==> src/rtl/acc_pkg.sv <==
`timescale 1ns/1ps
package acc_pkg;
  typedef enum logic [1:0] {
    FLD_LO    = 2'b00,
    FLD_HI    = 2'b01,
    FLD_GUARD = 2'b10,
    FLD_WHOLE = 2'b11
  } fld_e;

  typedef enum logic [1:0] {
    SC_NONE  = 2'b00,
    SC_RIGHT = 2'b01,
    SC_LEFT  = 2'b10,
    SC_RSVD  = 2'b11
  } scale_e;
endpackage

==> src/rtl/acc_scale_sat.sv <==
`timescale 1ns/1ps
module acc_scale_sat
  import acc_pkg::*;
#(
  parameter int WORD_W = 16,
  parameter int EXT_W  = 8
) (
  input  logic                          clk_i,
  input  logic                          rst_ni,
  input  logic [EXT_W+2*WORD_W-1:0]     data_i,
  input  logic [1:0]                    mode_i,
  input  logic                          sat_en_i,
  output logic [EXT_W+2*WORD_W-1:0]     data_o,
  output logic                          clamp_o
);
  localparam int ACC_W = EXT_W + 2*WORD_W;
  localparam int SAT_W = 2*WORD_W;
  localparam int TOP_W = ACC_W - SAT_W + 1;
  localparam logic [ACC_W-1:0] POS_LIM = {{TOP_W{1'b0}}, {(SAT_W-1){1'b1}}};
  localparam logic [ACC_W-1:0] NEG_LIM = ~POS_LIM;

  logic [ACC_W-1:0] scaled;
  logic [TOP_W-1:0] top_bits;
  logic             fits;

  always_comb begin
    unique case (scale_e'(mode_i))
      SC_RIGHT: scaled = {data_i[ACC_W-1], data_i[ACC_W-1:1]};
      SC_LEFT:  scaled = {data_i[ACC_W-2:0], 1'b0};
      default:  scaled = data_i;
    endcase
  end

  // value fits in SAT_W signed bits when all bits from SAT_W-1 upward agree
  assign top_bits = scaled[ACC_W-1:SAT_W-1];
  assign fits     = (&top_bits) | ~(|top_bits);
  assign clamp_o  = sat_en_i & ~fits;
  assign data_o   = clamp_o ? (scaled[ACC_W-1] ? NEG_LIM : POS_LIM) : scaled;


  sat_range_chk: assert property (@(posedge clk_i) disable iff (!rst_ni)
    sat_en_i |-> ((&data_o[ACC_W-1:SAT_W-1]) || !(|data_o[ACC_W-1:SAT_W-1])));


  no_scale_pass_chk: assert property (@(posedge clk_i) disable iff (!rst_ni)
    (!sat_en_i && (mode_i == SC_NONE || mode_i == SC_RSVD)) |-> (data_o == data_i));
endmodule

==> src/rtl/acc_slot.sv <==
`timescale 1ns/1ps
module acc_slot
  import acc_pkg::*;
#(
  parameter int WORD_W = 16,
  parameter int EXT_W  = 8
) (
  input  logic                      clk_i,
  input  logic                      rst_ni,
  input  logic                      dbus_we_i,
  input  logic [1:0]                dbus_fld_i,
  input  logic [WORD_W-1:0]         dbus_wdata_i,
  input  logic                      gbus_we_i,
  input  logic [WORD_W-1:0]         gbus_wdata_i,
  input  logic                      res_we_i,
  input  logic [EXT_W+2*WORD_W-1:0] res_data_i,
  output logic [EXT_W+2*WORD_W-1:0] acc_o
);
  localparam int ACC_W = EXT_W + 2*WORD_W;
  localparam int HI_LSB = WORD_W;
  localparam int EXT_LSB = 2*WORD_W;

  logic [ACC_W-1:0] acc_q, acc_d;

  // priority: result > data bus > global bus
  always_comb begin
    acc_d = acc_q;
    if (gbus_we_i) acc_d[HI_LSB +: WORD_W] = gbus_wdata_i;
    if (dbus_we_i) begin
      unique case (fld_e'(dbus_fld_i))
        FLD_LO:    acc_d[0 +: WORD_W]       = dbus_wdata_i;
        FLD_HI:    acc_d[HI_LSB +: WORD_W]  = dbus_wdata_i;
        FLD_GUARD: acc_d[EXT_LSB +: EXT_W]  = dbus_wdata_i[EXT_W-1:0];
        default:   acc_d = {{EXT_W{dbus_wdata_i[WORD_W-1]}}, dbus_wdata_i, {WORD_W{1'b0}}};
      endcase
    end
    if (res_we_i) acc_d = res_data_i;
  end

  always_ff @(posedge clk_i or negedge rst_ni) begin
    if (!rst_ni) acc_q <= '0;
    else         acc_q <= acc_d;
  end

  assign acc_o = acc_q;


  whole_fill_chk: assert property (@(posedge clk_i) disable iff (!rst_ni)
    (dbus_we_i && dbus_fld_i == FLD_WHOLE && !res_we_i) |=>
      (acc_q[ACC_W-1:EXT_LSB] == {EXT_W{acc_q[EXT_LSB-1]}}) && (acc_q[WORD_W-1:0] == '0));


  gbus_hi_only_chk: assert property (@(posedge clk_i) disable iff (!rst_ni)
    (gbus_we_i && !dbus_we_i && !res_we_i) |=>
      (acc_q[WORD_W-1:0] == $past(acc_q[WORD_W-1:0])) &&
      (acc_q[ACC_W-1:EXT_LSB] == $past(acc_q[ACC_W-1:EXT_LSB])));
endmodule

==> src/rtl/acc_word_read.sv <==
`timescale 1ns/1ps
module acc_word_read
  import acc_pkg::*;
#(
  parameter int WORD_W = 16,
  parameter int EXT_W  = 8
) (
  input  logic [EXT_W+2*WORD_W-1:0] acc_i,
  input  logic [1:0]                fld_i,
  output logic [WORD_W-1:0]         rdata_o
);
  localparam int ACC_W = EXT_W + 2*WORD_W;

  always_comb begin
    unique case (fld_e'(fld_i))
      FLD_LO:    rdata_o = acc_i[0 +: WORD_W];
      FLD_GUARD: rdata_o = {{(WORD_W-EXT_W){acc_i[ACC_W-1]}}, acc_i[ACC_W-1 -: EXT_W]};
      default:   rdata_o = acc_i[WORD_W +: WORD_W];
    endcase
  end
endmodule

==> src/rtl/acc_pair_regfile.sv <==
`timescale 1ns/1ps
module acc_pair_regfile
  import acc_pkg::*;
#(
  parameter int WORD_W = 16,
  parameter int EXT_W  = 8
) (
  input  logic                      clk_i,
  input  logic                      rst_ni,
  input  logic                      dbus_we_i,
  input  logic                      dbus_acc_i,
  input  logic [1:0]                dbus_fld_i,
  input  logic [WORD_W-1:0]         dbus_wdata_i,
  output logic [WORD_W-1:0]         dbus_rdata_o,
  input  logic                      gbus_we_i,
  input  logic                      gbus_acc_i,
  input  logic [WORD_W-1:0]         gbus_wdata_i,
  input  logic                      res_we_i,
  input  logic                      res_acc_i,
  input  logic [EXT_W+2*WORD_W-1:0] res_data_i,
  input  logic [1:0]                scale_mode_i,
  input  logic                      sat_en_i,
  input  logic                      lim_clr_i,
  output logic                      lim_o,
  output logic [EXT_W+2*WORD_W-1:0] a_o,
  output logic [EXT_W+2*WORD_W-1:0] b_o
);
  localparam int ACC_W   = EXT_W + 2*WORD_W;
  localparam int SAT_W   = 2*WORD_W;
  localparam int NUM_ACC = 2;

  logic [ACC_W-1:0] res_val;
  logic             res_clamp;
  logic [ACC_W-1:0] acc_q [NUM_ACC];
  logic             lim_q;

  acc_scale_sat #(.WORD_W(WORD_W), .EXT_W(EXT_W)) i_scale_sat (
    .clk_i    (clk_i),
    .rst_ni   (rst_ni),
    .data_i   (res_data_i),
    .mode_i   (scale_mode_i),
    .sat_en_i (sat_en_i),
    .data_o   (res_val),
    .clamp_o  (res_clamp)
  );

  for (genvar g = 0; g < NUM_ACC; g++) begin : g_slot
    acc_slot #(.WORD_W(WORD_W), .EXT_W(EXT_W)) i_slot (
      .clk_i        (clk_i),
      .rst_ni       (rst_ni),
      .dbus_we_i    (dbus_we_i && (dbus_acc_i == 1'(g))),
      .dbus_fld_i   (dbus_fld_i),
      .dbus_wdata_i (dbus_wdata_i),
      .gbus_we_i    (gbus_we_i && (gbus_acc_i == 1'(g))),
      .gbus_wdata_i (gbus_wdata_i),
      .res_we_i     (res_we_i && (res_acc_i == 1'(g))),
      .res_data_i   (res_val),
      .acc_o        (acc_q[g])
    );
  end

  acc_word_read #(.WORD_W(WORD_W), .EXT_W(EXT_W)) i_word_read (
    .acc_i   (acc_q[dbus_acc_i]),
    .fld_i   (dbus_fld_i),
    .rdata_o (dbus_rdata_o)
  );

  // a new clamp outranks a clear in the same cycle
  always_ff @(posedge clk_i or negedge rst_ni) begin
    if (!rst_ni)                    lim_q <= 1'b0;
    else if (res_we_i && res_clamp) lim_q <= 1'b1;
    else if (lim_clr_i)             lim_q <= 1'b0;
  end

  assign lim_o = lim_q;
  assign a_o   = acc_q[0];
  assign b_o   = acc_q[1];


  lim_sticky_chk: assert property (@(posedge clk_i) disable iff (!rst_ni)
    (lim_o && !lim_clr_i) |=> lim_o);


  lim_set_chk: assert property (@(posedge clk_i) disable iff (!rst_ni)
    (res_we_i && sat_en_i && scale_mode_i == SC_NONE &&
     !((&res_data_i[ACC_W-1:SAT_W-1]) || !(|res_data_i[ACC_W-1:SAT_W-1]))) |=> lim_o);


  guard_sign_rd_chk: assert property (@(posedge clk_i) disable iff (!rst_ni)
    (dbus_fld_i == FLD_GUARD) |->
      (dbus_rdata_o[WORD_W-1:EXT_W] == {(WORD_W-EXT_W){dbus_rdata_o[EXT_W-1]}}));


  res_wins_a_chk: assert property (@(posedge clk_i) disable iff (!rst_ni)
    (res_we_i && !res_acc_i) |=> (a_o == $past(res_val)));


  res_wins_b_chk: assert property (@(posedge clk_i) disable iff (!rst_ni)
    (res_we_i && res_acc_i) |=> (b_o == $past(res_val)));
endmodule

==> config.mk <==
export PLATFORM = sky130hd
export DESIGN_NAME = acc_pair_regfile
export DESIGN_NICKNAME = d
export VERILOG_FILES = /design/src/rtl/acc_pkg.sv /design/src/rtl/acc_scale_sat.sv /design/src/rtl/acc_slot.sv /design/src/rtl/acc_word_read.sv /design/src/rtl/acc_pair_regfile.sv
export SDC_FILE = /design/constraint.sdc
export NUM_CORES = 1
export LEC_CHECK = 0
export ABC_CLOCK_PERIOD_IN_PS = 3300
export BUFFER_PORTS_ARGS = -buffer_cell sky130_fd_sc_hd__buf_4
export CORE_MARGIN = 3
export CORE_UTILIZATION = 30
export CTS_CLUSTER_DIAMETER = 60
export CTS_CLUSTER_SIZE = 8
export DETAILED_ROUTE_END_ITERATION = 16
export PLACE_DENSITY = 0.47
export SYNTH_ARGS = -nofsm -noshare
export SYNTH_HDL_FRONTEND = slang
export SYNTH_SLANG_ARGS = --single-unit
==> constraint.sdc <==
create_clock -name clk_i -period 3.3 [get_ports clk_i]
set_input_delay 0.495 -clock clk_i [delete_from_list [all_inputs] [get_ports clk_i]]
set_output_delay 0.495 -clock clk_i [all_outputs]
set_load 0.02 [all_outputs]
==> results <==
- The starting DRC count in detailed routing is 520.
- The worst setup path is captured at a register.
- The number of antenna violations at the first check in global routing is 0.
- The initial utilization of the core area, before any placement, comes to 0.3064.
- The via density per instance is 5.839.
- The mean instance size in the synthesized netlist is 8.026 um^2.
- The final weighted congestion in routability-driven placement is 0.8882.
- The quantity of gates resized following cts is 0.
- The number of nets in the final layout is 993.
- Summed over all instances, the cell type with the most area after synthesis is dfrtp_1.
- The TritonCTS clock tree is yes.
- Across the VDD grid, the largest voltage drop is approximately 250 uV.
- After floorplanning, the core was sized to cover between 15000 and 20000 um^2.
- The overall via count from detail_route is between 6000 and 7000.
- Of the cells placed in the final design, the portion with a size suffix greater than 1 is 0.3054.
- For this run, the register share of the synthesized area comes to 0.3376.
- The transition time at the pin with the least slew margin is 1.254 ns.
- The total standard cell area after synthesis is 6003 um^2.
- The critical path class is input pin to register.
- The cell internal power dissipation is 2458 uW.
- Of the total power, combinational logic draws 0.400.
- The clock network fraction of design power is 0.259.
- Setup violations remaining at the end of the flow were counted as 0.
- The number of buffers created by CTS is 9.
- The share of total power dissipated in sequential elements is 0.340.
- After clock tree synthesis, the clock-pin slew on the worst setup and hold paths is 0.06 ns.
- The clock reaches the later pin of the worst-skew pair after 0.34 ns.
- Synthesis produced a netlist with a net count of 839.
- The clock skew after layout is 0 ns.
- The number of clock sinks is between 80 and 90.
- The area fraction of the dominant cell type after synthesis is 0.3376.
- The number of warning messages in the yosys log is 0.
- The worst path in the final design needs a cycle of 2.818 ns, including I/O delays and setup.
- The total routed wirelength is 27750 um.
- The distinct cell type count after synthesis is 45.
- The maximum number of buffers from clock root to sink is 2.
- The count of nets left with antenna violations once routing finished came out at 0.
- In this run, synthesis produced a sequential element count of 81.
- In this run the power density over the cells is 510.1 nW/um^2.
- The buffers inserted during post-CTS setup optimization is 0.
- The antenna diode count is 0.
- The category of the worst setup path launch point is an input pin.
- The standard-cell row count is 51.
- From bottom edge to top edge, the die measures about 150 um.
- The most used flip-flop cell after synthesis is dfrtp_1.
- The signal arrival time at the worst endpoint is 3.01 ns.
- The total track usage is 0.2474.
- The type of the most critical hold path is input pin to register.
- The largest net degree at the start of global routing is 82.
- The number of global-route vias before repair is between 6000 and 7000.
- Traced cell by cell, the critical path runs through buf_4, inv_1, ha_2, o21ai_0, o31a_1, and4_1, buf_4, a21oi_1, nor2_1, a21oi_1.
- After detailed routing, the average wire length per cell comes to around 24 um.
- The headroom to the max-slew limit is 0.1610.
- Dividing the final minimum period by the clock period gives 0.8540.
- The die is ~150 um wide.
- Summed over all cells, the static leakage comes to between 0.003 and 0.004 uW.
- For this run the aggregate overflow at the end of global routing stands at 0.
- The post-route DRC violation count is 0.
- The number of primary I/O pins is 183.
- The upper clock frequency limit is 0.3548 GHz.
- Across the run, the number of max-cap violations was 0.
- Excluding fillers, the count of instances in the completed layout stands at 1172.
- The flow ran to the end, and the final reports show no timing, DRC or antenna violations.
- In this run the tool buffered the top-level ports with roughly 180 buffer cells.
- Counting flops with an async set or reset pin after synthesis yields a share of 1.000.
- The first global-routing pass estimated 41640 um of wire.
- On the critical path, the stage with the largest delay is an instance of nor2_1.
- Setup repair after global routing left no endpoint under its margin.
- Summed over all nets, the switching power comes to 1598 uW.
- In this run the number of H-tree levels came out at 3.
- Of the total power, the share spent switching nets is 0.3941.
- The maximum cell stage delay along the critical path is approximately 0.71 ns.
- The count of final hold-check violations is 0.
- The total count of max-transition violations in the final report was 0.
- The highest fanout seen on the critical path is 21.
- After routing, the total negative slack on setup checks comes to 0 ns.
- The data required time of the worst path is 3.49 ns.
- The first detailed-routing pass ran for 5 iterations.
- Hold repair after CTS inserted 0 buffers.
- The HPWL after detailed placement is 20460 um.
- The floorplan step defined a die boundary enclosing 21740 um^2.
- The layout has 2007 filler cells.
- From synthesis to final layout, the design area changed by 32.43%.
- Across all hold checks on the routed design, the worst slack comes to 0.3349 ns.
- By area the synthesized netlist is led by dfrtp_1 (34%), a21oi_1 (8.3%), nand2_1 (6.3%).
- The instance count after placement with tap cells included is about 1200.
- The number of flops mapped to enable cells by yosys is 0.
- In this run the clock root is driven by a clkbuf_16.
- The number of cells produced by synthesis is 748.
-- power groups by stage --
stage                     registers [uW]  logic (uW)  clock network, uW
after global routing                1400        1750               1110
final                               1380        1620               1050
after floorplan                     1520         708                  0
after global placement              1390        1610                  0
after detailed placement            1390        1620                  0
after CTS                           1380        1630               1080
-- cells in the final DEF (no fill, tap or decap), drive strengths merged, types with 6 or more instances in the layout --
cell,instances
nor2b,8
or2,7
a22oi,40
a22o,7
mux2i,13
nand2,101
a211oi,14
buf,208
and3,14
a211o,6
and2,7
nand3,21
o21ai,61
mux2,22
a221oi,21
o211ai,39
clkbuf,12
a21o,6
a21oi,100
nor3,9
nor2,49
dfrtp,81
inv,11
o22ai,11
a31oi,8
-- final timing paths --
kind,from,endpoint,slack [ns],depth (start not counted)
max,scale_mode_i[0],g_slot[1].i_slot.acc_o[5]$_DFFE_PN0P_,0.48,10
min,lim_clr_i,lim_o$_DFFE_PN0P_,0.33,2
max reg2reg,g_slot[0].i_slot.acc_o[18]$_DFF_PN0_,g_slot[0].i_slot.acc_o[18]$_DFF_PN0_,2.09,3
min reg2reg,lim_o$_DFFE_PN0P_,lim_o$_DFFE_PN0P_,0.55,2
max in group asynchronous,rst_ni,g_slot[1].i_slot.acc_o[34]$_DFFE_PN0P_,2.21,1
min in group asynchronous,rst_ni,g_slot[1].i_slot.acc_o[8]$_DFFE_PN0P_,0.35,1
-- routing by layer --
layer	wire (um)	GRT usage	share of wire
met5	0	0	0
met4	701	0.06337	0.025
met1	12520	0.3519	0.45
met3	2094	0.05242	0.075
met2	12430	0.3846	0.45
-- sequential cells by signal, indices dropped and copies added, names as in the netlist --
register             count
lim_o                    1
g_slot.i_slot.acc_o     80
-- stage by stage --
stage | utilization | area [um^2] | total power, uW | setup WS (ns)
4_1_cts | 0.4058 | 7950 | 4079 | 0.5403
3_3_place_gp | 0.3906 | 7651 | 2998 | 0.2622
2_1_floorplan | - | 6003 | 2230 | 0.6972
3_5_place_dp | 0.3906 | 7651 | 3010 | 0.1872
6_report | 0.4058 | 7950 | 4056 | 0.4817
5_1_grt | 0.4058 | 7950 | 4262 | 0.3342
-- Yosys cell counts, types with 9 or more instances --
| master | number |
|---|---|
| a21oi_1 | 100 |
| nand2_1 | 100 |
| dfrtp_1 | 81 |
| nor2_1 | 49 |
| clkbuf_1 | 45 |
| o21ai_0 | 43 |
| a22oi_1 | 40 |
| mux2_2 | 22 |
| a221oi_1 | 21 |
| nand3_1 | 21 |
| o211ai_2 | 20 |
| o211ai_1 | 19 |
| o21ai_1 | 18 |
| a211oi_1 | 14 |
| and3_1 | 14 |
| mux2i_1 | 13 |
| inv_1 | 11 |
| o22ai_1 | 11 |
| nor3_1 | 9 |
-- critical path, delay by kind of cell --
| family | cells | cell delay, ns |
|---|---|---|
| fa+ha+maj | 1 | 0.36 |
| simple gates | 2 | 0.96 |
| buf+inv | 3 | 0.31 |
| compound gates | 4 | 0.86 |
-- cell type report --
| cell class | count | area [um^2] | area share |
|---|---|---|---|
| well taps | 265 | 331.6 | 0.04171 |
| repair buffers | 208 | 1599 | 0.2011 |
| inverters | 11 | 41.29 | 0.005194 |
| clock inverters | 4 | 52.55 | 0.006610 |
| flip-flops and latches | 81 | 2027 | 0.2550 |
| clock buffers | 12 | 246.5 | 0.03100 |
| multi-input cells | 591 | 3652 | 0.4594 |
-- cell families (layout without fill, tap and decap cells) --
family,Yosys count,after routing,share of synthesized area
fa+ha+maj,5,5,0.01042
flops,81,81,0.3376
compound gates,321,321,0.3564
mux,35,35,0.06294
buf+inv,76,235,0.05648
simple gates,230,230,0.1761
Note: power is estimated with default switching activity, not from simulation.
